==> src/rtl/arx_pkg.sv <==
package arx_pkg;
    localparam int DW  = 8;
    localparam int OVS = 16;

    typedef enum logic [2:0] {
        ST_IDLE, ST_START, ST_DATA, ST_PAR, ST_STOP, ST_STOP2
    } rx_state_t;

    typedef struct packed {
        logic len7;
        logic par_en;
        logic par_odd;
        logic stop2;
    } rx_mode_t;

    typedef struct packed {
        logic [DW-1:0] data;
        logic          frm_bad;
        logic          par_bad;
    } rx_result_t;

    function automatic logic ones_odd(input logic [DW-1:0] d, input logic p);
        return (^d) ^ p;
    endfunction
endpackage

==> src/rtl/arx_sync.sv <==
module arx_sync (
    input  logic clk,
    input  logic rst,
    input  logic din,
    output logic dout
);
    logic s1;
    always_ff @(posedge clk) begin
        if (rst) begin
            s1   <= 1'b1;
            dout <= 1'b1;
        end else begin
            s1   <= din;
            dout <= s1;
        end
    end
endmodule

==> src/rtl/arx_framer.sv <==
module arx_framer
    import arx_pkg::*;
#(
    parameter int OV = OVS,
    parameter int W  = DW
) (
    input  logic       clk,
    input  logic       rst,
    input  logic       tick,
    input  logic       line,
    input  logic       lock_i,
    input  rx_mode_t   mode,
    output logic       done_o,
    output rx_result_t res_o
);
    localparam int CW   = $clog2(OV);
    localparam int BW   = $clog2(W);
    localparam int HALF = OV / 2;

    rx_state_t     st;
    logic [CW-1:0] cnt;
    logic [BW-1:0] bitn;
    logic [W-1:0]  sr;
    logic          pbit;
    logic          line_prev;
    logic          frm_bad_q;
    logic          at_mid;
    logic [BW-1:0] last_bit;
    logic [W-1:0]  data_c;

    assign at_mid   = tick && (cnt == CW'(OV - 1));
    assign last_bit = mode.len7 ? BW'(W - 2) : BW'(W - 1);
    assign data_c   = mode.len7 ? {1'b0, sr[W-1:1]} : sr;

    always_ff @(posedge clk) begin
        if (rst) begin
            st        <= ST_IDLE;
            cnt       <= '0;
            bitn      <= '0;
            sr        <= '0;
            pbit      <= 1'b0;
            line_prev <= 1'b1;
            done_o    <= 1'b0;
            frm_bad_q <= 1'b0;
        end else begin
            line_prev <= line;
            done_o    <= 1'b0;
            if (st != ST_IDLE && tick)
                cnt <= at_mid ? '0 : cnt + 1'b1;
            case (st)
                ST_IDLE: if (!lock_i && line_prev && !line) begin
                    st  <= ST_START;
                    cnt <= '0;
                end
                ST_START: if (tick && cnt == CW'(HALF - 1)) begin
                    cnt  <= '0;
                    bitn <= '0;
                    st   <= line ? ST_IDLE : ST_DATA;
                end
                ST_DATA: if (at_mid) begin
                    sr <= {line, sr[W-1:1]};
                    if (bitn == last_bit)
                        st <= mode.par_en ? ST_PAR : ST_STOP;
                    else
                        bitn <= bitn + 1'b1;
                end
                ST_PAR: if (at_mid) begin
                    pbit <= line;
                    st   <= ST_STOP;
                end
                ST_STOP: if (at_mid) begin
                    done_o    <= 1'b1;
                    frm_bad_q <= !line;
                    st        <= mode.stop2 ? ST_STOP2 : ST_IDLE;
                end
                ST_STOP2: if (at_mid) st <= ST_IDLE;
                default: st <= ST_IDLE;
            endcase
        end
    end

    always_comb begin
        res_o.data    = data_c;
        res_o.frm_bad = frm_bad_q;
        res_o.par_bad = mode.par_en && (ones_odd(data_c, pbit) != mode.par_odd);
    end

    AST_NO_START_LOCKED: assert property (@(posedge clk) disable iff (rst)
        (st == ST_IDLE && lock_i) |=> (st == ST_IDLE)) else $error("lockout start");
endmodule

==> src/rtl/arx_flags.sv <==
module arx_flags
    import arx_pkg::*;
(
    input  logic          clk,
    input  logic          rst,
    input  logic          done_i,
    input  rx_result_t    res_i,
    input  logic          clr_we,
    input  logic [3:0]    clr_mask,
    input  logic          ie,
    output logic [DW-1:0] rdata,
    output logic          full,
    output logic          ovr,
    output logic          frm,
    output logic          par,
    output logic          lock_o,
    output logic          irq_rx,
    output logic          irq_err
);
    logic bad;
    assign bad     = res_i.frm_bad || res_i.par_bad;
    assign lock_o  = ovr || frm || par;
    assign irq_rx  = ie && full;
    assign irq_err = ie && lock_o;

    always_ff @(posedge clk) begin
        if (rst) begin
            rdata <= '0;
            full  <= 1'b0;
            ovr   <= 1'b0;
            frm   <= 1'b0;
            par   <= 1'b0;
        end else begin
            if (clr_we) begin
                if (clr_mask[0]) full <= 1'b0;
                if (clr_mask[1]) ovr  <= 1'b0;
                if (clr_mask[2]) frm  <= 1'b0;
                if (clr_mask[3]) par  <= 1'b0;
            end
            if (done_i) begin
                if (res_i.frm_bad) frm <= 1'b1;
                if (res_i.par_bad) par <= 1'b1;
                if (full) begin
                    ovr <= 1'b1;
                end else begin
                    rdata <= res_i.data;
                    if (!bad) full <= 1'b1;
                end
            end
        end
    end

    AST_OVR_KEEPS_DATA: assert property (@(posedge clk) disable iff (rst)
        (done_i && full) |=> (ovr && $stable(rdata))) else $error("overrun");
    AST_ERR_KEEPS_FULL: assert property (@(posedge clk) disable iff (rst)
        (done_i && !full && bad && !clr_we) |=> (!full && rdata == $past(res_i.data))) else $error("err load");
    AST_FRM_SETS_FLAG: assert property (@(posedge clk) disable iff (rst)
        (done_i && res_i.frm_bad) |=> frm) else $error("framing");
    AST_CLEAN_LOAD: assert property (@(posedge clk) disable iff (rst)
        (done_i && !full && !bad) |=> (full && rdata == $past(res_i.data))) else $error("clean load");
endmodule

==> src/rtl/async_rx_errlock.sv <==
module async_rx_errlock
    import arx_pkg::*;
(
    input  logic       clk,
    input  logic       rst,
    input  logic       os_tick,
    input  logic       rxd,
    input  logic       len7,
    input  logic       par_en,
    input  logic       par_odd,
    input  logic       stop2,
    input  logic       rx_ie,
    input  logic       clr_we,
    input  logic [3:0] clr_mask,
    output logic [7:0] rx_data,
    output logic       rx_full,
    output logic       ovr_err,
    output logic       frm_err,
    output logic       par_err,
    output logic       irq_rx,
    output logic       irq_err
);
    logic       line;
    logic       done;
    logic       lock;
    rx_mode_t   mode;
    rx_result_t res;

    assign mode = '{len7: len7, par_en: par_en, par_odd: par_odd, stop2: stop2};

    arx_sync u_sync (.clk(clk), .rst(rst), .din(rxd), .dout(line));

    arx_framer #(.OV(OVS), .W(DW)) u_framer (
        .clk(clk), .rst(rst), .tick(os_tick), .line(line), .lock_i(lock),
        .mode(mode), .done_o(done), .res_o(res)
    );

    arx_flags u_flags (
        .clk(clk), .rst(rst), .done_i(done), .res_i(res), .clr_we(clr_we),
        .clr_mask(clr_mask), .ie(rx_ie), .rdata(rx_data), .full(rx_full),
        .ovr(ovr_err), .frm(frm_err), .par(par_err), .lock_o(lock),
        .irq_rx(irq_rx), .irq_err(irq_err)
    );
endmodule

==> config.mk <==
export PLATFORM = sky130hd
export DESIGN_NAME = async_rx_errlock
export DESIGN_NICKNAME = d
export VERILOG_FILES = /design/src/rtl/arx_pkg.sv /design/src/rtl/arx_sync.sv /design/src/rtl/arx_framer.sv /design/src/rtl/arx_flags.sv /design/src/rtl/async_rx_errlock.sv
export SDC_FILE = /design/constraint.sdc
export NUM_CORES = 1
export LEC_CHECK = 0
export BUFFER_PORTS_ARGS = -buffer_cell sky130_fd_sc_hd__buf_2
export CORE_AREA = 2 2 54 69
export CTS_CLUSTER_SIZE = 16
export DETAILED_ROUTE_END_ITERATION = 12
export DIE_AREA = 0 0 56 71
export GPL_TIMING_DRIVEN = 0
export PLACE_DENSITY = 0.74
export SLEW_MARGIN = 20
export SYNTH_ARGS = -nofsm -noshare
export SYNTH_HDL_FRONTEND = slang
export SYNTH_SLANG_ARGS = --single-unit
export TNS_END_PERCENT = 50
==> constraint.sdc <==
create_clock -name clk -period 2.5 [get_ports clk]
set_input_delay 0.125 -clock clk [delete_from_list [all_inputs] [get_ports clk]]
set_output_delay 0.125 -clock clk [all_outputs]
set_load 0.005 [all_outputs]
; After elaboration in Yosys (flattened, before gate mapping)
; Cells that the tools add are included.
[totals]
register_bits = 36
inputBits = 14
out_inout_bits = 14
elab_cells = 101
[classes]
addsub = 2
eq_ne = 17
n_mux = 40
n_bitwise = 3
reduce_logical = 24
[ops]
columns = op, n
row1 = $mux W3, 12
row2 = $mux W1, 19
row3 = $pmux W3 S6, 1
row4 = $mux W4, 4
row5 = $ne A2 B1 Y1 const B, 7
row6 = $logic_and A1 B1 Y1, 8
row7 = $mux W8, 1
row8 = $pmux W4 S2, 1
row9 = $reduce_and A2 Y1, 4
row10 = $reduce_xor A8 Y1, 1
row11 = $reduce_and A7 Y1, 1
row12 = $eq A3 B2 Y1 const B, 2
row13 = $eq A3 B3 Y1 const B, 2
row14 = $pmux W3 S2, 1
row15 = $add A4 B1 Y4 const B, 1
row16 = $eq A4 B3 Y1 const B, 1
row17 = $eq A4 B4 Y1 const B, 1
row18 = $reduce_and A4 Y1, 1
row19 = $add A3 B1 Y3 const B, 1
row20 = $eq A3 B1 Y1 const B, 1
row21 = $eq A3 B3 Y1, 1
row22 = $logic_not A3 Y1, 1
row23 = $logic_or A1 B1 Y1, 3
row24 = $reduce_bool A3 Y1, 1
row25 = 8 further kinds, 10

; Logic depth before layout (Yosys ltp)
; Gate-level depths: netlist (run 1).
[logic_depth]
word_depth = 9
depth_mapped = 7
depth_no_buf = 6

; Modules after synthesis
; Synthesis (run 1) repeated with hierarchy kept, for this count alone.
[hier_totals]
cells_unflattened = 203
area_unflattened_um2 = 1801.7
[by_module_without_submodules]
columns = mod, n_inst, cells_per_inst, area_each_um2, seq_area_each_um2
row1 = arx_framer, 1, 153, 1288.7, 440.4
row2 = arx_flags, 1, 46, 460.4, 240.2
row3 = arx_sync, 1, 4, 52.6, 40.0

; Least setup slack after synthesis (run 1)
; Ideal clock, no wire load.
[synth_timing]
kind = flip-flop to flip-flop
startpoint = reg u_framer.sr[2]
endpoint = reg u_flags.full
setup_time_ns = 0.067
arrival_time_ns = 1.685
t_required_ns = 2.433
path_slack_ns = 0.747
stages_incl_launch_ff = 6
path_buffers = 0
synth_period_minus_slack_ns = 1.753
cell_sequence = dfxtp_1 > mux2i_1 > xnor3_1 > xnor3_1 > a211o_1 > a21oi_2
[synth_via]
elab_chain_len = 9
[synth_rtl]
columns = element, line
row1 = start: declaration, arx_framer.sv:23  ; logic [W-1:0] sr;
row2 = start signal: assignment, arx_framer.sv:61  ; sr <= {line, sr[W-1:1]};
row3 = $mux W8, arx_framer.sv:33  ; assign data_c = mode.len7 ? {1'b0, sr[W-1:1]} : sr;
row4 = $reduce_xor A8 Y1, arx_pkg.sv:23  ; return (^d) ^ p;
row5 = $xor A1 B1 Y1, arx_pkg.sv:23
row6 = $ne A1 B1 Y1, arx_framer.sv:85  ; res_o.par_bad = mode.par_en && (ones_odd(data_c, pbit) != mode.par_odd);
row7 = $logic_and A1 B1 Y1, arx_framer.sv:85
row8 = $logic_or A1 B1 Y1, arx_flags.sv:21  ; assign bad = res_i.frm_bad || res_i.par_bad;
row9 = $mux W1, arx_flags.sv:47  ; if (!bad) full <= 1'b1;
row10 = $mux W1, arx_flags.sv:43  ; if (full) begin
row11 = $mux W1, arx_flags.sv:40  ; if (done_i) begin
row12 = end signal: assignment, arx_flags.sv:29  ; full <= 1'b0;
row13 = end signal: assignment, arx_flags.sv:35  ; if (clr_mask[0]) full <= 1'b0;
row14 = end signal: assignment, arx_flags.sv:47
row15 = end: declaration, arx_flags.sv:12  ; output logic full,
; No other way between the ends.
; A chain may end at the register's enable or synchronous reset.

; Final worst setup path (run 1)
[layout_timing]
startpoint = reg u_framer.st[0]
endpoint = reg u_framer.sr[4]
[layout_via]
elab_chain_len = 2
[layout_rtl]
columns = element, line
row1 = start: declaration, arx_framer.sv:20  ; rx_state_t st;
row2 = start signal: assignment, arx_framer.sv:58  ; st <= line ? ST_IDLE : ST_DATA;
row3 = start signal: assignment, arx_framer.sv:63  ; st <= mode.par_en ? ST_PAR : ST_STOP;
row4 = start signal: assignment, arx_framer.sv:74  ; st <= mode.stop2 ? ST_STOP2 : ST_IDLE;
row5 = $eq A3 B2 Y1, arx_framer.sv:50  ; case (st)
row6 = $reduce_and A2 Y1 (no source line), n/a
; No other way between the ends.

==> impl_metrics.env, run 1 <==
export IMPL_pre_cts_ws_ns=0.564
export IMPL_vias=1552
export IMPL_max_slew_margin_rel=0.557
export IMPL_avgSynthCellArea_sq_um=8.65
export IMPL_route_met3_wl_um=124
export IMPL_cellLeakagePower_nw=0.837
export IMPL_fp_dieH_um=71
export IMPL_holdBufCountCts=0
export IMPL_wl_per_cell_um=13.8
export IMPL_cts_tree="built"
export IMPL_fin_crit_sh=0.796
export IMPL_cp_depth=6
export IMPL_drv_slew=0
export IMPL_cp_arrival_ns=2.15
export IMPL_finalSetupViolCount=0
export IMPL_seq_area_frac_synth=0.406
export IMPL_place_hpwl_um=2770
export IMPL_insertion_delay_ns=0.29
export IMPL_crit_path_cell_trace="clkbuf_1 > clkbuf_1 > nor2_1 > nand2_1 > nand2_1 > a21oi_1"
export IMPL_syn_area_sq_mm=0.00177
export IMPL_reg2reg_to="u_framer.sr[4]$_SDFFE_PP0P_"
export IMPL_synth_ff_type="dfxtp_1"
export IMPL_finalWirelength_um=3850
export IMPL_wl_met1_um=1670
export IMPL_finalPower_mw=1.03
export IMPL_path_clk_slew_ns=0.07
export IMPL_drtIter0Drc=35
export IMPL_diodes=0
export IMPL_status="finished clean"
export IMPL_dr_wl_met2_um=1970
export IMPL_startpoint="u_framer.st[0]$_SDFFE_PP0P_"
export IMPL_crit_required_ns=2.66
export IMPL_rows=24
export IMPL_drtAntennaViolNets=0
export IMPL_grt_pass1_vias=1382
export IMPL_drive_gt1_frac=0.155
export IMPL_yosysTopAreaCell="dfxtp_1"
export IMPL_ys_warn_count=0
export IMPL_worstSetupStartpointType="flop"
export IMPL_crit_end="u_framer.sr[4]$_SDFFE_PP0P_"
export IMPL_setup_tns_ns=0
export IMPL_routed_via_density=5.58
export IMPL_antenna_found_initial=0
export IMPL_critPathTopFamily="simple AND/OR/NAND/NOR gates"
export IMPL_p_comb_frac=0.056
export IMPL_timing_rr_start="u_framer.st[0]$_SDFFE_PP0P_"
export IMPL_reg2reg_depth=6
export IMPL_port_buffers=27
export IMPL_layout_commonest_cell="dfxtp_1"
export IMPL_syn_inst=205
export IMPL_clkPwrFrac=0.380
export IMPL_cts_buffers=5
export IMPL_cts_max_level=2
export IMPL_synth_seq_cells=36
export IMPL_synth_top_cell_area_share=0.406
export IMPL_cts_sink_count=36
export IMPL_irDropWorstVdd_mv=0.390
export IMPL_path_max_fanout=10
export IMPL_finalHoldViolCount=0
export IMPL_ys_async_sr_fraction=0
export IMPL_syn_num_nets=221
export IMPL_fin_ws_ns=0.509
export IMPL_period_needed_ns=1.99
export IMPL_grt_max_degree=11
export IMPL_syn_to_final_growth_pct=14.7
export IMPL_cp_slowest_cell="nor2_1"
export IMPL_cp_end_kind="flop"
export IMPL_worstMarginPinSlew_ns=0.663
export IMPL_maxCapViolations=0
export IMPL_switching_share=0.230
export IMPL_firstDrtPassIters=4
export IMPL_grt_pass1_wl_um=6300
export IMPL_seqPwrFrac=0.564
export IMPL_grt_ovfl_total=0
export IMPL_top_layer_used="met4"
export IMPL_initial_core_util=0.527
export IMPL_synth_edf_count=0
export IMPL_netlist_top_cells_area="dfxtp_1, mux2i_1, nand2_1"
export IMPL_core_sq_mm=0.00336
export IMPL_die_x_um=56
export IMPL_slowest_delay_ns=0.57
export IMPL_power_density_mw_per_mm2=505
export IMPL_drc_errors=0
export IMPL_finClkSkew_ns=0.00486
export IMPL_ys_types=42
export IMPL_fmax_mhz=502
export IMPL_layout_common_cells="dfxtp_1, buf_2, nand2_1"
export IMPL_power_switching_mw=0.237
export IMPL_grt_usage=0.205
export IMPL_hp_class="input pin to flop"
export IMPL_num_fill_cells=317
export IMPL_r2r_slack_ns=0.51
export IMPL_path_class="flop to flop"
export IMPL_post_cts_setup_buffer_count=0
export IMPL_intPower_mw=0.790
export IMPL_root_buffer="clkbuf_8"
export IMPL_io_pins=28
export IMPL_place_congestion=0.794
export IMPL_die_area_sq_mm=0.00398
export IMPL_crit_buf_inv=2
export IMPL_fin_nets=255
export IMPL_clockBufferDepth=2
export IMPL_rsz0062_at_grt="no"
export IMPL_cts_resized=0
## through the flow
| step | hold WS, ns | area, sq um | utilization | std cells |
|---|---|---|---|---|
| after detailed placement | 0.310 | 1960 | 0.582 | 271 |
| after global placement | 0.305 | 1960 | 0.582 | 271 |
| after floorplan | 0.222 | 1770 | - | 205 |
| after CTS | 0.00671 | 2030 | 0.605 | 278 |
| final | 0.00636 | 2030 | 0.605 | 278 |
| after global routing | 0.00602 | 2030 | 0.605 | 278 |
## power groups by stage
stage	registers (mW)	clock network, mW	logic [mW]
after CTS	0.579	0.398	0.0575
after global placement	0.592	0	0.0569
final	0.579	0.390	0.0574
after floorplan	0.592	0	0.0353
after detailed placement	0.592	0	0.0573
after global routing	0.579	0.423	0.0639
## Yosys cell counts (4+ instances only)
cell type   n
a211oi_1    7
a21oi_1    16
and3_1      5
clkbuf_1   10
dfxtp_1    36
mux2i_1    12
nand2_1    22
nand2b_1    7
nand3_1    10
nor2_1     20
nor2b_1     5
o21ai_1     4
xor2_1      5
## logic make-up after synthesis
logic type	count (synthesis)	synth area share
AND/OR/NAND/NOR	86	0.241
flip-flops	36	0.406
buffers and inverters	13	0.0318
multiplexers	12	0.0678
AO/OA/AOI/OAI	46	0.170
XOR/XNOR	10	0.0692
adder cells (fa/ha/maj)	2	0.0141
## how the worst min path moves through the flow
stage               slack [ns]              endpoint  cells past startpoint  from
floorplan                 0.22  u_sync.s1$_SDFF_PP1_                      1   rxd
global placement          0.30  u_sync.s1$_SDFF_PP1_                      2   rxd
detailed placement        0.31  u_sync.s1$_SDFF_PP1_                      2   rxd
CTS                      0.007  u_sync.s1$_SDFF_PP1_                      2   rxd
global route             0.006  u_sync.s1$_SDFF_PP1_                      2   rxd
finish                   0.006  u_sync.s1$_SDFF_PP1_                      2   rxd
## area by class of cell
type,instances,area [sq um],area share
inverters,2,7.51,0.00369
plain buffers,11,48.8,0.0240
multi-input cells,156,996,0.490
well taps,39,48.8,0.0240
clock inverters,1,5.00,0.00246
flip-flops and latches,36,721,0.354
repair buffers,27,135,0.0664
clock buffers,6,72.6,0.0357
## state kept, by name (all words and copies together), names as in the netlist, 3 cells and up
name	count
u_flags.rdata	8
u_framer.st	3
u_framer.sr	8
u_framer.bitn	3
u_framer.cnt	4
## layer usage
metal	up-vias	track usage
li1	797	-
met1	723	0.228
met2	24	0.350
met3	8	0.0603
met4	0	0.108
met5	-	0
Power figures use the tool's default switching activity.
==> run 2: changes to the inputs <==
clock period = 2 ns   (was 2.5 ns; I/O delays follow)
==> impl_metrics.env, run 2 (synthesis gave the netlist of run 1 again) <==
export IMPL_status="finished clean"
export IMPL_cellLeakagePower_nw=0.844
export IMPL_die_x_um=56
export IMPL_place_hpwl_um=2770
export IMPL_finalWirelength_um=3850
export IMPL_path_class="flop to flop"
export IMPL_drtAntennaViolNets=0
export IMPL_p_comb_frac=0.057
export IMPL_port_buffers=27
export IMPL_fin_nets=256
export IMPL_cp_end_kind="flop"
export IMPL_max_slew_margin_rel=0.654
export IMPL_layout_common_cells="dfxtp_1, buf_2, nand2_1"
export IMPL_holdCritStartpoint="clr_mask[0]"
export IMPL_intPower_mw=0.989
export IMPL_finalHoldViolCount=0
export IMPL_drive_gt1_frac=0.163
export IMPL_grt_pass1_wl_um=6310
export IMPL_finalPower_mw=1.28
export IMPL_antenna_found_initial=0
export IMPL_drtIter0Drc=45
export IMPL_core_sq_mm=0.00336
export IMPL_fmax_mhz=534
export IMPL_reg2reg_depth=5
export IMPL_fp_dieH_um=71
export IMPL_syn_to_final_growth_pct=15.5
export IMPL_seqPwrFrac=0.564
export IMPL_cts_buffers=5
export IMPL_setup_tns_ns=0
export IMPL_hp_class="input pin to flop"
export IMPL_finalSetupViolCount=0
export IMPL_power_switching_mw=0.295
export IMPL_cts_max_level=2
export IMPL_worstSetupStartpointType="flop"
export IMPL_vias=1560
export IMPL_clockBufferDepth=2
export IMPL_initial_core_util=0.527
export IMPL_cp_arrival_ns=2.10
export IMPL_wl_per_cell_um=13.8
export IMPL_switching_share=0.230
export IMPL_period_needed_ns=1.87
export IMPL_finClkSkew_ns=0.00418
export IMPL_fin_crit_sh=0.937
export IMPL_cts_tree="built"
export IMPL_reg2reg_to="u_flags.full$_SDFF_PP0_"
export IMPL_grt_max_degree=11
export IMPL_reg_top3="u_flags.rdata: 8 flops, u_framer.sr: 8 flops, u_framer.cnt: 4 flops"
export IMPL_timing_rr_start="u_framer.sr[2]$_SDFFE_PP0P_"
export IMPL_final_util=0.609
export IMPL_grt_pass1_vias=1388
export IMPL_diodes=0
export IMPL_maxCapViolations=0
export IMPL_layout_commonest_cell="dfxtp_1"
export IMPL_holdPathEnd="u_flags.full$_SDFF_PP0_"
export IMPL_whs_path_depth=4
export IMPL_cts_sink_count=36
export IMPL_clkPwrFrac=0.379
export IMPL_place_congestion=0.794
export IMPL_irDropWorstVdd_mv=0.487
export IMPL_die_area_sq_mm=0.00398
export IMPL_power_density_mw_per_mm2=627
export IMPL_io_pins=28
export IMPL_path_max_fanout=5
export IMPL_routed_via_density=5.59
export IMPL_r2r_slack_ns=0.13
export IMPL_num_fill_cells=315
export IMPL_drv_slew=0
export IMPL_drc_errors=0
export IMPL_post_cts_setup_buffer_count=0
export IMPL_grt_ovfl_total=0
export IMPL_insertion_delay_ns=0.29
export IMPL_grt_usage=0.205
export IMPL_worstMarginPinSlew_ns=0.520
export IMPL_rsz0062_at_grt="no"
export IMPL_crit_required_ns=2.23
export IMPL_path_clk_slew_ns=0.07
export IMPL_root_buffer="clkbuf_8"
export IMPL_firstDrtPassIters=4
export IMPL_rows=24
-- run 2: through the flow --
step	instances	area, sq um	setup slack, ns	hold slack, ns
after floorplan	205	1770	0.247	0.197
after global placement	271	1960	0.0650	0.280
after detailed placement	271	1960	0.0635	0.285
after CTS	279	2040	0.0443	0.0842
after global routing	279	2050	0.0412	0.0886
final	279	2050	0.126	0.0873
-- run 2: cell type report --
type,instances,area (sq um),area share
inverters,2,7.51,0.00367
clock buffers,6,72.6,0.0354
repair buffers,28,145,0.0709
clock inverters,1,5.00,0.00244
multi-input cells,156,998,0.487
well taps,39,48.8,0.0238
plain buffers,11,50.0,0.0244
flip-flops and latches,36,721,0.352
-- run 2: how the worst max path moves through the flow --
stage                     slack (ns)  cells past startpoint                        start                           to
final                           0.13                      5  u_framer.sr[2]$_SDFFE_PP0P_      u_flags.full$_SDFF_PP0_
after global routing            0.04                      5  u_framer.sr[2]$_SDFFE_PP0P_      u_flags.full$_SDFF_PP0_
after CTS                       0.04                      6  u_framer.st[0]$_SDFFE_PP0P_  u_framer.sr[4]$_SDFFE_PP0P_
after detailed placement        0.06                      6  u_framer.st[0]$_SDFFE_PP0P_  u_framer.sr[4]$_SDFFE_PP0P_
after global placement          0.07                      6  u_framer.st[0]$_SDFFE_PP0P_  u_framer.sr[4]$_SDFFE_PP0P_
after floorplan                 0.25                      5  u_framer.sr[2]$_SDFFE_PP0P_      u_flags.full$_SDFF_PP0_
-- run 2: repair_timing --
| action | in CTS | in global routing |
|---|---|---|
| setup endpoints to repair | 0 | 9 |
| hold endpoints to repair | 1 | 0 |
| hold buffers | 1 | 0 |
| resized for setup | 0 | 3 |
-- run 2: per-layer routing --
layer / GRT usage / wire [um] / up-vias
met4: 0.108 / 90 / 0
met2: 0.352 / 1960 / 25
met1: 0.228 / 1670 / 725
met5: 0 / 0 / -
met3: 0.0603 / 128 / 8
li1: - / - / 802
-- run 2: worst max-delay path, stage by stage, from the launching register on --
cell and delay (ns):
dfxtp_1 0.36, mux2i_1 0.21, xnor3_1 0.44, xnor3_1 0.36, a211o_1 0.32, a21oi_2 0.13
-- run 2: power by group through the flow --
stage	logic, mW	registers [mW]	clock network [mW]
after floorplan	0.0441	0.739	0
after global placement	0.0711	0.740	0
after detailed placement	0.0716	0.740	0
after CTS	0.0734	0.724	0.497
after global routing	0.0818	0.724	0.529
final	0.0734	0.724	0.487
==> run 3: changes to the inputs <==
MAX_ROUTING_LAYER = met4   (was default)
==> impl_metrics.env, run 3 (synthesis gave the netlist of run 1 again) <==
export IMPL_status="finished clean"
export IMPL_seqPwrFrac=0.564
export IMPL_firstDrtPassIters=4
export IMPL_die_x_um=56
export IMPL_finalWirelength_um=3810
export IMPL_reg_top3="u_flags.rdata: 8 flops, u_framer.sr: 8 flops, u_framer.cnt: 4 flops"
export IMPL_insertion_delay_ns=0.29
export IMPL_seqCellArea_sq_um=721
export IMPL_path_max_fanout=5
export IMPL_num_fill_cells=315
export IMPL_crit_required_ns=2.23
export IMPL_rows=24
export IMPL_worstSetupStartpointType="flop"
export IMPL_grt_pass1_wl_um=6330
export IMPL_fin_crit_sh=0.940
export IMPL_path_clk_slew_ns=0.07
export IMPL_placed_cell_area_sq_mm=0.00196
export IMPL_core_sq_mm=0.00336
export IMPL_syn_to_final_growth_pct=15.5
export IMPL_setup_tns_ns=0
export IMPL_multiInputGateArea_sq_um=998
export IMPL_cp_arrival_ns=2.11
export IMPL_port_buffers=27
export IMPL_cts_max_level=2
export IMPL_fin_cells=279
export IMPL_place_congestion=0.806
export IMPL_intPower_mw=0.989
export IMPL_fin_nets=256
export IMPL_drtAntennaViolNets=0
export IMPL_finalPower_mw=1.29
export IMPL_routed_via_density=5.52
export IMPL_worstMarginPinSlew_ns=0.531
export IMPL_irDropWorstVdd_mv=0.487
export IMPL_place_inst=271
export IMPL_clkPwrFrac=0.380
export IMPL_drv_slew=0
export IMPL_hold_ws_ns=0.0869
export IMPL_drtIter0Drc=46
export IMPL_grt_max_degree=11
export IMPL_hp_class="input pin to flop"
export IMPL_layout_common_cells="dfxtp_1, buf_2, nand2_1"
export IMPL_initial_core_util=0.527
export IMPL_grt_usage=0.212
export IMPL_fmax_mhz=532
export IMPL_power_density_mw_per_mm2=627
export IMPL_cts_tree="built"
export IMPL_io_pins=28
export IMPL_grt_ovfl_total=0
export IMPL_finalInstanceArea_sq_mm=0.00205
export IMPL_vias=1540
export IMPL_switching_share=0.230
export IMPL_drc_errors=0
export IMPL_max_slew_margin_rel=0.646
export IMPL_cellLeakagePower_nw=0.844
export IMPL_place_hpwl_um=2770
export IMPL_cp_end_kind="flop"
export IMPL_p_comb_frac=0.057
export IMPL_grt_pass1_vias=1389
export IMPL_power_switching_mw=0.296
export IMPL_path_class="flop to flop"
export IMPL_layout_commonest_cell="dfxtp_1"
export IMPL_period_needed_ns=1.88
export IMPL_finalSetupViolCount=0
export IMPL_drive_gt1_frac=0.163
export IMPL_cts_buffers=5
export IMPL_diodes=0
export IMPL_antenna_found_initial=0
export IMPL_fp_dieH_um=71
export IMPL_fin_ws_ns=0.120
export IMPL_wl_per_cell_um=13.7
export IMPL_root_buffer="clkbuf_8"
export IMPL_die_area_sq_mm=0.00398
export IMPL_finClkSkew_ns=0.00365
export IMPL_final_util=0.609
export IMPL_cts_sink_count=36
export IMPL_finalHoldViolCount=0
export IMPL_pre_cts_ws_ns=0.0635
export IMPL_maxCapViolations=0
export IMPL_clockBufferDepth=2
export IMPL_rsz0062_at_grt="no"
run 3: cell counts in the layout (fill, tap and decap cells not counted):
Identical to the previous run, type by type.
run 3: area by class of cell:
| type | instances | share of cell area |
|---|---|---|
| Timing Repair Buffer | 28 | 0.0709 |
| Multi-Input combinational cell | 156 | 0.487 |
| Tap cell | 39 | 0.0238 |
| Inverter | 2 | 0.00367 |
| Clock buffer | 6 | 0.0354 |
| Buffer | 11 | 0.0244 |
| Sequential cell | 36 | 0.352 |
| Clock inverter | 1 | 0.00244 |
run 3: worst paths after layout:
kind / from / slack (ns) / endpoint / cells after the start
max: u_framer.sr[2]$_SDFFE_PP0P_ / 0.12 / u_flags.full$_SDFF_PP0_ / 5
min: clr_mask[0] / 0.09 / u_flags.full$_SDFF_PP0_ / 4
max reg2reg: u_framer.sr[2]$_SDFFE_PP0P_ / 0.12 / u_flags.full$_SDFF_PP0_ / 5
min reg2reg: u_sync.s1$_SDFF_PP1_ / 0.43 / u_sync.dout$_SDFF_PP1_ / 1
run 3: power groups by stage:
| stage | Sequential (mW) | Combinational [mW] | Clock [mW] |
|---|---|---|---|
| floorplan | 0.739 | 0.0441 | 0 |
| global placement | 0.740 | 0.0711 | 0 |
| detailed placement | 0.740 | 0.0716 | 0 |
| CTS | 0.724 | 0.0734 | 0.497 |
| global route | 0.724 | 0.0818 | 0.529 |
| finish | 0.724 | 0.0731 | 0.488 |
run 3: what timing repair did:
action	CTS	global route
resized for setup	0	3
endpoints found under the hold margin	1	0
hold buffers	1	0
setup endpoints to repair	0	9
setup buffers	0	0
run 3: metal layers:
layer | vias up | track usage | wire length, um | share of wire
li1 | 798 | - | - | -
met1 | 712 | 0.231 | 1630 | 0.43
met2 | 22 | 0.350 | 1960 | 0.51
met3 | 8 | 0.0603 | 129 | 0.034
met4 | 0 | 0.108 | 86 | 0.023
met5 | - | - | 0 | 0
run 3: critical path: stages (launching register included):
cell     delay [ns]
dfxtp_1        0.36
mux2i_1        0.21
xnor3_1        0.44
xnor3_1        0.36
a211o_1        0.32
a21oi_2        0.13
